### src/rtl/ram_rd_seq.sv
module ram_rd_seq #(
  parameter int TAG_CODE_W  = 3,
  parameter int DATA_CODE_W = 4,
  parameter int TAG_MIN     = 2,
  parameter int TAG_MAX     = 4,
  parameter int DATA_MIN    = 2,
  parameter int DATA_MAX    = 13
) (
  input  logic                   clk,
  input  logic                   rst,
  input  logic                   req_valid,
  output logic                   req_ready,
  input  logic [TAG_CODE_W-1:0]  tag_lat_code,
  input  logic [DATA_CODE_W-1:0] data_lat_code,
  input  logic                   mux_one_cycle,
  output logic                   tag_done,
  output logic                   data_done,
  output logic                   busy
);
  localparam int TOT_MAX = DATA_MAX + 2;
  localparam int CNT_W   = $clog2(TOT_MAX + 2);

  function automatic logic [CNT_W-1:0] tag_decode(input logic [TAG_CODE_W-1:0] c);
    int v;
    v = int'(c) + 1;
    if (v < TAG_MIN) v = TAG_MIN;
    if (v > TAG_MAX) v = TAG_MAX;
    return CNT_W'(v);
  endfunction

  function automatic logic [CNT_W-1:0] data_decode(input logic [DATA_CODE_W-1:0] c,
                                                   input logic one);
    int v;
    v = int'(c) + 1;
    if (v < DATA_MIN) v = DATA_MIN;
    if (v > DATA_MAX) v = DATA_MAX;
    return CNT_W'(v + (one ? 1 : 2));
  endfunction

  logic [CNT_W-1:0] cnt, tag_due, data_due;
  logic [CNT_W-1:0] last_due;
  logic             accept;

  assign req_ready = !busy;
  assign accept    = req_valid && !busy;
  assign last_due  = (tag_due > data_due) ? tag_due : data_due;
  assign tag_done  = busy && (cnt == tag_due);
  assign data_done = busy && (cnt == data_due);

  always_ff @(posedge clk) begin
    if (rst) begin
      busy     <= 1'b0;
      cnt      <= '0;
      tag_due  <= '0;
      data_due <= '0;
    end else if (accept) begin
      busy     <= 1'b1;
      cnt      <= CNT_W'(1);
      tag_due  <= tag_decode(tag_lat_code);
      data_due <= data_decode(data_lat_code, mux_one_cycle);
    end else if (busy) begin
      if (cnt == last_due) begin
        busy <= 1'b0;
        cnt  <= '0;
      end else begin
        cnt <= cnt + CNT_W'(1);
      end
    end
  end

  a_r6_tag_single: assert property (@(posedge clk) disable iff (rst)
    tag_done |=> !tag_done);
  a_r5_data_single: assert property (@(posedge clk) disable iff (rst)
    data_done |=> !data_done);
  a_r2_tag_window: assert property (@(posedge clk) disable iff (rst)
    tag_done |-> (cnt >= CNT_W'(TAG_MIN)) && (cnt <= CNT_W'(TAG_MAX)));
  a_r4_data_window: assert property (@(posedge clk) disable iff (rst)
    data_done |-> (cnt >= CNT_W'(DATA_MIN + 1)) && (cnt <= CNT_W'(TOT_MAX)));
  a_r9_release_after_strobe: assert property (@(posedge clk) disable iff (rst)
    $fell(busy) |-> $past(tag_done || data_done));
  a_r7_hold_codes: assert property (@(posedge clk) disable iff (rst)
    (busy && $past(busy)) |-> ($stable(tag_due) && $stable(data_due)));
  a_r8_no_accept_busy: assert property (@(posedge clk) disable iff (rst)
    (busy && !(cnt == last_due)) |=> busy && (cnt == $past(cnt) + CNT_W'(1)));
endmodule

### config.mk
export PLATFORM = sky130hd
export DESIGN_NAME = ram_rd_seq
export DESIGN_NICKNAME = d
export VERILOG_FILES = /design/src/rtl/ram_rd_seq.sv
export SDC_FILE = /design/constraint.sdc
export NUM_CORES = 1
export LEC_CHECK = 0
export ABC_AREA = 1
export BUFFER_PORTS_ARGS = -buffer_cell sky130_fd_sc_hd__buf_4
export CAP_MARGIN = 20
export CELL_PAD_IN_SITES_DETAIL_PLACEMENT = 0
export CELL_PAD_IN_SITES_GLOBAL_PLACEMENT = 1
export CORE_AREA = 2 2 57 59
export CTS_CLUSTER_DIAMETER = 120
export DETAILED_ROUTE_END_ITERATION = 10
export DIE_AREA = 0 0 59 61
export PLACE_DENSITY_LB_ADDON = 0.1
export SYNTH_ARGS = -nofsm -noshare
export SYNTH_HDL_FRONTEND = slang
export SYNTH_SLANG_ARGS = --single-unit
export TNS_END_PERCENT = 10
### constraint.sdc
create_clock -name clk -period 2.25 [get_ports clk]
set_clock_uncertainty 0.15 [all_clocks]
set_input_delay 0.1125 -clock clk [delete_from_list [all_inputs] [get_ports clk]]
set_output_delay 0.1125 -clock clk [all_outputs]
set_load 0.02 [all_outputs]
-- Word-level counts from Yosys, hierarchy flattened
Cells that the tools add are included.
Widths: inputs -> output; s select.
- add/subtract/negate cells: 4
- order comparisons: 5
- eq/ne operators: 3
- multiplexer cells: 18
- reduce and logical (&&, ||, !) cells: 6
- operators with widths (kind ; number):
    $mux 32 ; 4
    $mux 5 ; 7
    $gt 32x4->1 const B ; 1
    $gt 32x5->1 const B ; 1
    $eq 5x5->1 ; 3
    $add 4x1->5 const B ; 1
    $add 5x1->5 const B ; 1
    $add 5x3->5 ; 1
    $gt 5x5->1 ; 1
    $lt 5x2->1 const B ; 1
    $mux 1 ; 5
    $add 3x1->4 const B ; 1
    $lt 4x2->1 const B ; 1
    $mux 4 ; 1
    $logic_and 1x1->1 ; 3
    $mux 2 ; 1
    $reduce_bool 2->1 ; 1
    $reduce_or 2->1 ; 1
    $logic_not 1->1 ; 1
- register bits after elaboration: 16
- input bits: 11
- output and inout bits: 4
- logic and storage cells: 41

-- Depth between registers and ports, before layout
Gate-level depths: netlist of the first run.
- depth in word-level cells: 10
- gate-level depth with buffers: 15

-- Least setup slack after synthesis of the first run
Ideal clock, no wire load.
- path kind: input port to flip-flop
- from: input port data_lat_code[0]
- to: register data_due[2]
- arrival: 1755 ps
- required time: 1985 ps
- path slack: 230 ps
- stages: 15
- path through: ha_1 -> nand2_1 -> nand2_1 -> nand2_1 -> nand2_1 -> inv_1 -> nand2_1 -> o21ai_0 -> nand2_1 -> ha_1 -> fa_1 -> nand2_1 -> o21ai_0 -> a21oi_1 -> nor2_1
- longest elaborated chain between the ends: 10
- ends and longest elaborated chain (item ; RTL line ; RTL):
    from (decl) ; 14 ; input logic [DATA_CODE_W-1:0] data_lat_code,
    $add 4x1->5 * ; 34 ; v = int'(c) + 1;
    $lt 5x2->1 ; 35 ; if (v < DATA_MIN) v = DATA_MIN;
    $mux 5 * ; 35 ;
    $mux 32 * ; 56 ; end else if (accept) begin
    $mux 32 * ; 51 ; if (rst) begin
    $gt 32x5->1 ; 36 ; if (v > DATA_MAX) v = DATA_MAX;
    $mux 5 * ; 36 ;
    $mux 5 * ; 56 ;
    $mux 5 * ; 51 ;
    $add 5x3->5 * ; 37 ; return CNT_W'(v + (one ? 1 : 2));
    to (signal assigned) ; 60 ; data_due <= data_decode(data_lat_code, mux_one_cycle);
    to (decl) ; 40 ; logic [CNT_W-1:0] cnt, tag_due, data_due;
Every way passes the cells marked *; elsewhere a longest branch is shown, timed or not. The select of a mux whose other input is x is not followed.
A chain may end at the register's enable or synchronous reset.

-- Worst setup path after layout of the first run
Same ends and word-level chain as after synthesis.

==> flow_metrics.env, run 1 <==
export IMPL_setup_worst_path_start_class="input port"
export IMPL_cts_setup_buffers=0
export IMPL_yosysMostFrequentCell="nand2_1"
export IMPL_fin_area_um2=1320
export IMPL_critPathRequiredTime_ps=2300
export IMPL_cts_resized=0
export IMPL_wire_per_inst_um=10.8
export IMPL_wl_met2_um=1230
export IMPL_numCtsBuffers=3
export IMPL_synth_xor_area_share_pct=3.83
export IMPL_synth_area_leaders="dfxtp_1, nand2_1, ha_1"
export IMPL_clk_pin_slew_worst_paths_ps=100
export IMPL_yosysTopAreaCellShare_pct=27.0
export IMPL_critPathBufInv=2
export IMPL_fin_crit_ps=1960
export IMPL_r2r_setup_slack_ps=490
export IMPL_cts_htree_levels=1
export IMPL_nets=212
export IMPL_endpoint="data_due[2]"
export IMPL_gp_congestion=0.755
export IMPL_ys_ff_latch=15
export IMPL_synth_area_um2=1110
export IMPL_power_leakage_nw=0.678
export IMPL_worstPathArrival_ps=2010
export IMPL_cts_buffer_depth=2
export IMPL_die_area_um2=3600
export IMPL_yosysWarnings=0
export IMPL_die_h_um=61
export IMPL_gr_total_overflow=0
export IMPL_min_period_over_period_pct=87.2
export IMPL_grt_use_total_pct=15.5
export IMPL_synth_edf_count=0
export IMPL_status="completed"
export IMPL_dp_hpwl_um=2000
export IMPL_synth_fa_ha_area_share_pct=11.9
export IMPL_synth_cell_types=24
export IMPL_wl_met3_um=74
export IMPL_dpl_cell_area_um2=1260
export IMPL_io_pin_count=15
export IMPL_core_area_um2=2950
export IMPL_multi_input_area_um2=678
export IMPL_synth_common_cells="nand2_1, inv_1, nand3_1"
export IMPL_drc=0
export IMPL_port_buffer_count=14
export IMPL_cts_root_buffer="clkbuf_4"
export IMPL_cpLargestDelayFamily="adder cells"
export IMPL_die_w_um=59
export IMPL_area_delta_synth_final_pct=18.7
export IMPL_crit_chain="buf_4 -> ha_1 -> nand2_1 -> nand2_1 -> nand2_1 -> nand2_1 -> inv_1 -> nand2_1 -> o21ai_0 -> nand2_1 -> ha_1 -> fa_1 -> nand2_1 -> o21ai_0 -> a21oi_1 -> nor2_1"
export IMPL_drive_gt1_share_pct=13.7
export IMPL_rsz0062_at_grt="no"
export IMPL_cp_slowest_stage_delay_ps=390
export IMPL_startpoint="data_lat_code[0]"
export IMPL_synthCells=168
export IMPL_antenna_found_initial=0
export IMPL_synth_top_family_by_area="simple AND/OR/NAND/NOR gates"
export IMPL_r2r_end="cnt[4]"
export IMPL_end_kind="flop"
export IMPL_synth_compound_area_share_pct=10.0
export IMPL_routed_top_layer="met3"
export IMPL_hold_viol=0
export IMPL_min_path_type="input port to flop"
export IMPL_synth_area_per_cell_um2=6.61
export IMPL_yosysSeqAreaShare_pct=27.0
export IMPL_synthSimpleGateAreaFrac_pct=35.2
export IMPL_wl_met1_um=1110
export IMPL_maxSlewViolCount=0
export IMPL_totalWireLength_um=2420
export IMPL_tightest_slew_ps=273
export IMPL_ctsHoldBuffers=3
export IMPL_max_slew_margin_pct=81.7
export IMPL_worst_path_max_fanout=3
export IMPL_synth_fp_nets=189
export IMPL_fill_cells=321
export IMPL_diodes=0
export IMPL_ys_flop_type="dfxtp_1"
export IMPL_p_per_area_nw_per_um2=550
export IMPL_regArea_um2=300
export IMPL_synth_mux_area_fraction_pct=0
export IMPL_max_cap_violations=0
export IMPL_final_antenna_net_count=0
export IMPL_reg2regPathDepth=11
export IMPL_cts_sinks=15
export IMPL_drt_iter0_drc=24
export IMPL_path_common_cell="nand2_1"
export IMPL_grt_pass1_vias=956
export IMPL_ir_drop_uv=275
export IMPL_async_reset_ff_share_pct=0
export IMPL_dr_pass1_iters=6
export IMPL_slowest_stage="fa_1"
export IMPL_worstSkewPairLatency_ps=290
export IMPL_utilization_pct=44.7
export IMPL_initial_core_util_pct=37.6
export IMPL_vias=1060
export IMPL_grt_first_pass_wirelength_um=4140
export IMPL_synth_area_leader_cell="dfxtp_1"
export IMPL_vias_per_cell=4.75
export IMPL_fmax_mhz=510
export IMPL_critical_path_class="input port to flop"
export IMPL_grt_max_degree=11
export IMPL_rows=20
export IMPL_path_depth=16
export IMPL_rr_startpoint="data_due[3]"
export IMPL_setup_violations=0
export IMPL_cts_tree="built"
## power by group
part / internal, mW / switching [mW] / total, mW
combinational: 0.108 / 0.156 / 0.264
clock: 0.0661 / 0.0913 / 0.157
sequential: 0.285 / 0.0190 / 0.304
## sequential cells by signal (all words and copies together), names as in the netlist
| signal | count |
|---|---|
| busy | 1 |
| cnt | 5 |
| data_due | 5 |
| tag_due | 4 |
## stage by stage
stage	power, mW	hold slack [ps]	setup TNS, ps	instances	setup slack (ps)
2_1_floorplan	0.497	31.6	0	168	230
3_3_place_gp	0.569	199	0	216	68.2
3_5_place_dp	0.574	203	-14.2	216	-14.2
4_1_cts	0.737	5.48	0	223	286
5_1_grt	0.784	14.6	0	223	90.0
6_report	0.725	5.18	0	223	287
## worst min path at each step
| stage | from | endpoint | slack [ps] | depth (start not counted) |
|---|---|---|---|---|
| finish | req_valid | cnt[0] | 5 | 3 |
| detailed placement | rst | cnt[0] | 200 | 2 |
| floorplan | rst | busy | 30 | 1 |
| global placement | rst | cnt[0] | 200 | 2 |
| CTS | req_valid | cnt[0] | 5 | 3 |
| global route | req_valid | data_due[1] | 10 | 3 |
## worst register-to-register path, delay by kind of cell, from the launching register on
| kind | cells | cell delay, ps |
|---|---|---|
| fa+ha+maj | 1 | 270 |
| buf+inv | 3 | 130 |
| flops | 1 | 360 |
| simple gates | 7 | 740 |
## layout make-up
cell class / count / area share, %
Inverter: 29 / 9.20
Multi-Input combinational cell: 123 / 51.4
Sequential cell: 15 / 22.8
Timing Repair Buffer: 19 / 11.4
Clock buffer: 3 / 1.71
Clock inverter: 1 / 0.380
Tap cell: 33 / 3.13
## logic make-up (layout without fill, tap and decap cells)
logic type	after synthesis	count (layout)
compound gates	19	19
xor+xnor	4	4
fa+ha+maj	10	10
buf+inv	30	52
flops	15	15
simple gates	90	90
## cells in the final DEF, fill, tap and decap left out
cell type / synthesis / routed
inv_8: 1 / 1
nand4_1: 3 / 3
xnor2_2: 1 / 1
nand2_4: 1 / 1
o21ai_0: 8 / 8
fa_1: 1 / 1
nand2_1: 53 / 53
o211ai_1: 1 / 1
o22ai_1: 2 / 2
nand3_1: 16 / 16
nand3_4: 1 / 1
a21o_1: 1 / 1
xor2_1: 1 / 1
nor2_1: 15 / 15
ha_1: 9 / 9
a31oi_1: 1 / 1
clkbuf_4: 0 / 3
xnor2_1: 2 / 2
buf_4: 0 / 16
clkinv_2: 0 / 1
dlygate4sd3_1: 0 / 3
a21oi_1: 5 / 5
dfxtp_1: 15 / 15
clkinv_4: 1 / 1
inv_1: 27 / 27
or3b_1: 1 / 1
o22ai_2: 1 / 1
## metal layers
layer / vias up / track usage (%)
met2: 14 / 27.5
met3: 0 / 4.48
li1: 581 / -
met1: 465 / 18.7
met4: 0 / 2.92
met5: - / 0
No activity file was read; power rests on OpenSTA's default activity.
==> run 2, diff against run 1 <==
==> config.mk (replaced) <==
export PLATFORM = sky130hd
export DESIGN_NAME = ram_rd_seq
export DESIGN_NICKNAME = d
export VERILOG_FILES = /design/src/rtl/ram_rd_seq.sv
export SDC_FILE = /design/constraint.sdc
export NUM_CORES = 1
export LEC_CHECK = 0
export BUFFER_PORTS_ARGS = -buffer_cell sky130_fd_sc_hd__buf_2
export CAP_MARGIN = 20
export CELL_PAD_IN_SITES_DETAIL_PLACEMENT = 0
export CELL_PAD_IN_SITES_GLOBAL_PLACEMENT = 1
export CORE_AREA = 2 2 54 56
export CTS_CLUSTER_DIAMETER = 120
export DETAILED_ROUTE_END_ITERATION = 10
export DIE_AREA = 0 0 56 58
export PLACE_DENSITY_LB_ADDON = 0.1
export SYNTH_ARGS = -nofsm -noshare
export SYNTH_HDL_FRONTEND = slang
export SYNTH_SLANG_ARGS = --single-unit
export TNS_END_PERCENT = 10
==> constraint.sdc (replaced) <==
create_clock -name clk -period 2.25 [get_ports clk]
set_clock_uncertainty 0.15 [all_clocks]
set_input_delay 0 -clock clk [delete_from_list [all_inputs] [get_ports clk]]
set_output_delay 0 -clock clk [all_outputs]
set_load 0.02 [all_outputs]
==> run 2 against run 1 <==
Against the previous run: register-to-register slack worse by 350 ps; wire length is 5.2% lower; sequential share of layout area up 0.83 points; non-clock buffer count is 5 higher.
==> flow_metrics.env, run 2 <==
export IMPL_drc=0
export IMPL_power_frac_seq_pct=40.5
export IMPL_setup_violations=0
export IMPL_vias=954
export IMPL_synth_mux_area_fraction_pct=2.35
export IMPL_whs_path_depth=4
export IMPL_yosysWarnings=0
export IMPL_grt_first_pass_wirelength_um=4040
export IMPL_synth_area_leaders="dfxtp_1, ha_1, xnor2_1"
export IMPL_yosysMostFrequentCell="dfxtp_1"
export IMPL_slowest_stage="dlygate4sd3_1"
export IMPL_max_slew_margin_pct=71.8
export IMPL_rows=19
export IMPL_synth_area_per_cell_um2=8.14
export IMPL_totalWireLength_um=2290
export IMPL_area_delta_synth_final_pct=19.4
export IMPL_gp_congestion=0.748
export IMPL_drt_iter0_drc=24
export IMPL_cts_tree="built"
export IMPL_dp_hpwl_um=1790
export IMPL_cpLargestDelayFamily="buffers and inverters"
export IMPL_final_antenna_net_count=0
export IMPL_gr_total_overflow=0
export IMPL_synth_top_family_by_area="simple AND/OR/NAND/NOR gates"
export IMPL_rr_startpoint="busy"
export IMPL_synthCells=131
export IMPL_cp_slowest_stage_delay_ps=550
export IMPL_die_w_um=56
export IMPL_wire_per_inst_um=12.3
export IMPL_yosysTopAreaCellShare_pct=28.2
export IMPL_async_reset_ff_share_pct=0
export IMPL_layout_commonest_cell="dfxtp_1"
export IMPL_cts_buffer_depth=2
export IMPL_maxSlewViolCount=0
export IMPL_core_area_um2=2660
export IMPL_hold_viol=0
export IMPL_critPathBufInv=2
export IMPL_drive_gt1_share_pct=18.1
export IMPL_cts_root_buffer="clkbuf_4"
export IMPL_combPwrFrac_pct=39.6
export IMPL_ys_flop_type="dfxtp_1"
export IMPL_ir_drop_uv=279
export IMPL_grt_pass1_vias=888
export IMPL_swShare_pct=36.9
export IMPL_synth_edf_count=0
export IMPL_status="completed"
export IMPL_synth_cell_types=35
export IMPL_finalSetupTns_ps=0
export IMPL_clk_pin_slew_worst_paths_ps=100
export IMPL_synth_common_cells="dfxtp_1, nor2_1, nand2_1"
export IMPL_synth_area_um2=1070
export IMPL_grt_max_degree=12
export IMPL_min_period_over_period_pct=93.6
export IMPL_diodes=0
export IMPL_critical_path_class="flop to flop"
export IMPL_die_h_um=58
export IMPL_io_pin_count=15
export IMPL_cts_setup_buffers=0
export IMPL_synth_xor_area_share_pct=11.5
export IMPL_worstPathArrival_ps=2130
export IMPL_end_kind="flop"
export IMPL_path_common_cell="nor2b_1"
export IMPL_max_cap_violations=0
export IMPL_synthSimpleGateAreaFrac_pct=23.1
export IMPL_initial_core_util_pct=40.0
export IMPL_nets=177
export IMPL_critPathRequiredTime_ps=2280
export IMPL_setup_worst_path_start_class="flop"
export IMPL_reg2regPathDepth=6
export IMPL_worstSkewPairLatency_ps=280
export IMPL_fin_crit_ps=2110
export IMPL_vias_per_cell=5.13
export IMPL_p_per_area_nw_per_um2=621
export IMPL_worst_path_max_fanout=11
export IMPL_synth_fp_nets=152
export IMPL_clkPwrFrac_pct=19.9
export IMPL_numCtsBuffers=3
export IMPL_internal_power_mw=0.499
export IMPL_whs_endpoint="tag_due[2]"
export IMPL_tightest_slew_ps=421
export IMPL_holdCritStartpoint="tag_lat_code[1]"
export IMPL_synth_area_leader_cell="dfxtp_1"
export IMPL_r2r_end="tag_due[0]"
export IMPL_crit_chain="nor2b_1 -> buf_4 -> o21a_1 -> nor2b_1 -> a32o_1 -> dlygate4sd3_1"
export IMPL_cts_htree_levels=1
export IMPL_power_leakage_nw=0.567
export IMPL_cts_sinks=15
export IMPL_synth_compound_area_share_pct=16.8
export IMPL_p_sw_mw=0.291
export IMPL_port_buffer_count=14
export IMPL_layout_common_cells="dfxtp_1, buf_2, nor2_1"
export IMPL_grt_use_total_pct=16.1
export IMPL_top_regs="cnt: 5 flops, data_due: 5 flops, tag_due: 4 flops"
export IMPL_rsz0062_at_grt="no"
export IMPL_ys_ff_latch=15
export IMPL_cts_resized=0
export IMPL_min_path_type="input port to flop"
export IMPL_synth_fa_ha_area_share_pct=12.4
export IMPL_dr_pass1_iters=4
export IMPL_startpoint="busy"
export IMPL_die_area_um2=3250
export IMPL_fmax_mhz=475
export IMPL_r2r_setup_slack_ps=140
export IMPL_antenna_found_initial=0
export IMPL_totalPowerFinal_mw=0.791
export IMPL_yosysSeqAreaShare_pct=28.2
## run 2: stage by stage
stage          instances  area, um^2  utilization, %  worst slack, ps  hold WS (ps)
2_1_floorplan        131        1070               -              329          5.01
3_3_place_gp         176        1190            44.5              105           139
3_5_place_dp         176        1190            44.5             2.33           140
4_1_cts              186        1270            47.8              153          23.8
5_1_grt              186        1270            47.8             41.6          62.4
6_report             186        1270            47.8              144          30.5
## run 2: worst max-delay path by stage
stage / end / slack, ps / cells after the start
after floorplan: data_due[2] / 330 / 9
after global placement: data_due[2] / 100 / 10
after detailed placement: data_due[2] / 2 / 10
after CTS: tag_due[0] / 150 / 6
after global routing: tag_due[0] / 40 / 6
final: tag_due[0] / 140 / 6
## run 2: per-layer routing
layer	global-route usage, %	up-vias	wire length [um]
met4	6.12	0	19
li1	-	508	-
met1	19.9	421	1110
met2	28.2	23	1100
met3	2.68	2	60
met5	0	-	0
## run 2: cell families after synthesis
| group | after synthesis |
|---|---|
| buf+inv | 15 |
| simple gates | 48 |
| mux | 2 |
| xor+xnor | 14 |
| compound gates | 27 |
| fa+ha+maj | 10 |
| flops | 15 |
## run 2: cell type report
type,count,area (um^2)
clock buffers,4,26.3
fillers,279,1390
inverters,11,41.3
multi-input cells,101,706
flip-flops and latches,15,300
well taps,31,38.8
repair buffers,24,160
## run 2: power by group through the flow
stage | clock [mW] | sequential, mW | combinational [mW]
2_1_floorplan | 0 | 0.319 | 0.229
3_5_place_dp | 0 | 0.327 | 0.305
4_1_cts | 0.164 | 0.321 | 0.314
6_report | 0.158 | 0.320 | 0.313
3_3_place_gp | 0 | 0.327 | 0.301
5_1_grt | 0.177 | 0.326 | 0.349
## run 2: repair_timing
item / 4_1_cts / 5_1_grt
hold buffers: 6 / 0
hold endpoints to repair: 10 / 0
endpoints found under the setup margin: 0 / 0
## run 2: worst min-delay path, stage by stage
cell and delay [ps]:
buf_2 110, a21oi_1 130, o21a_1 140, nor3_1 50
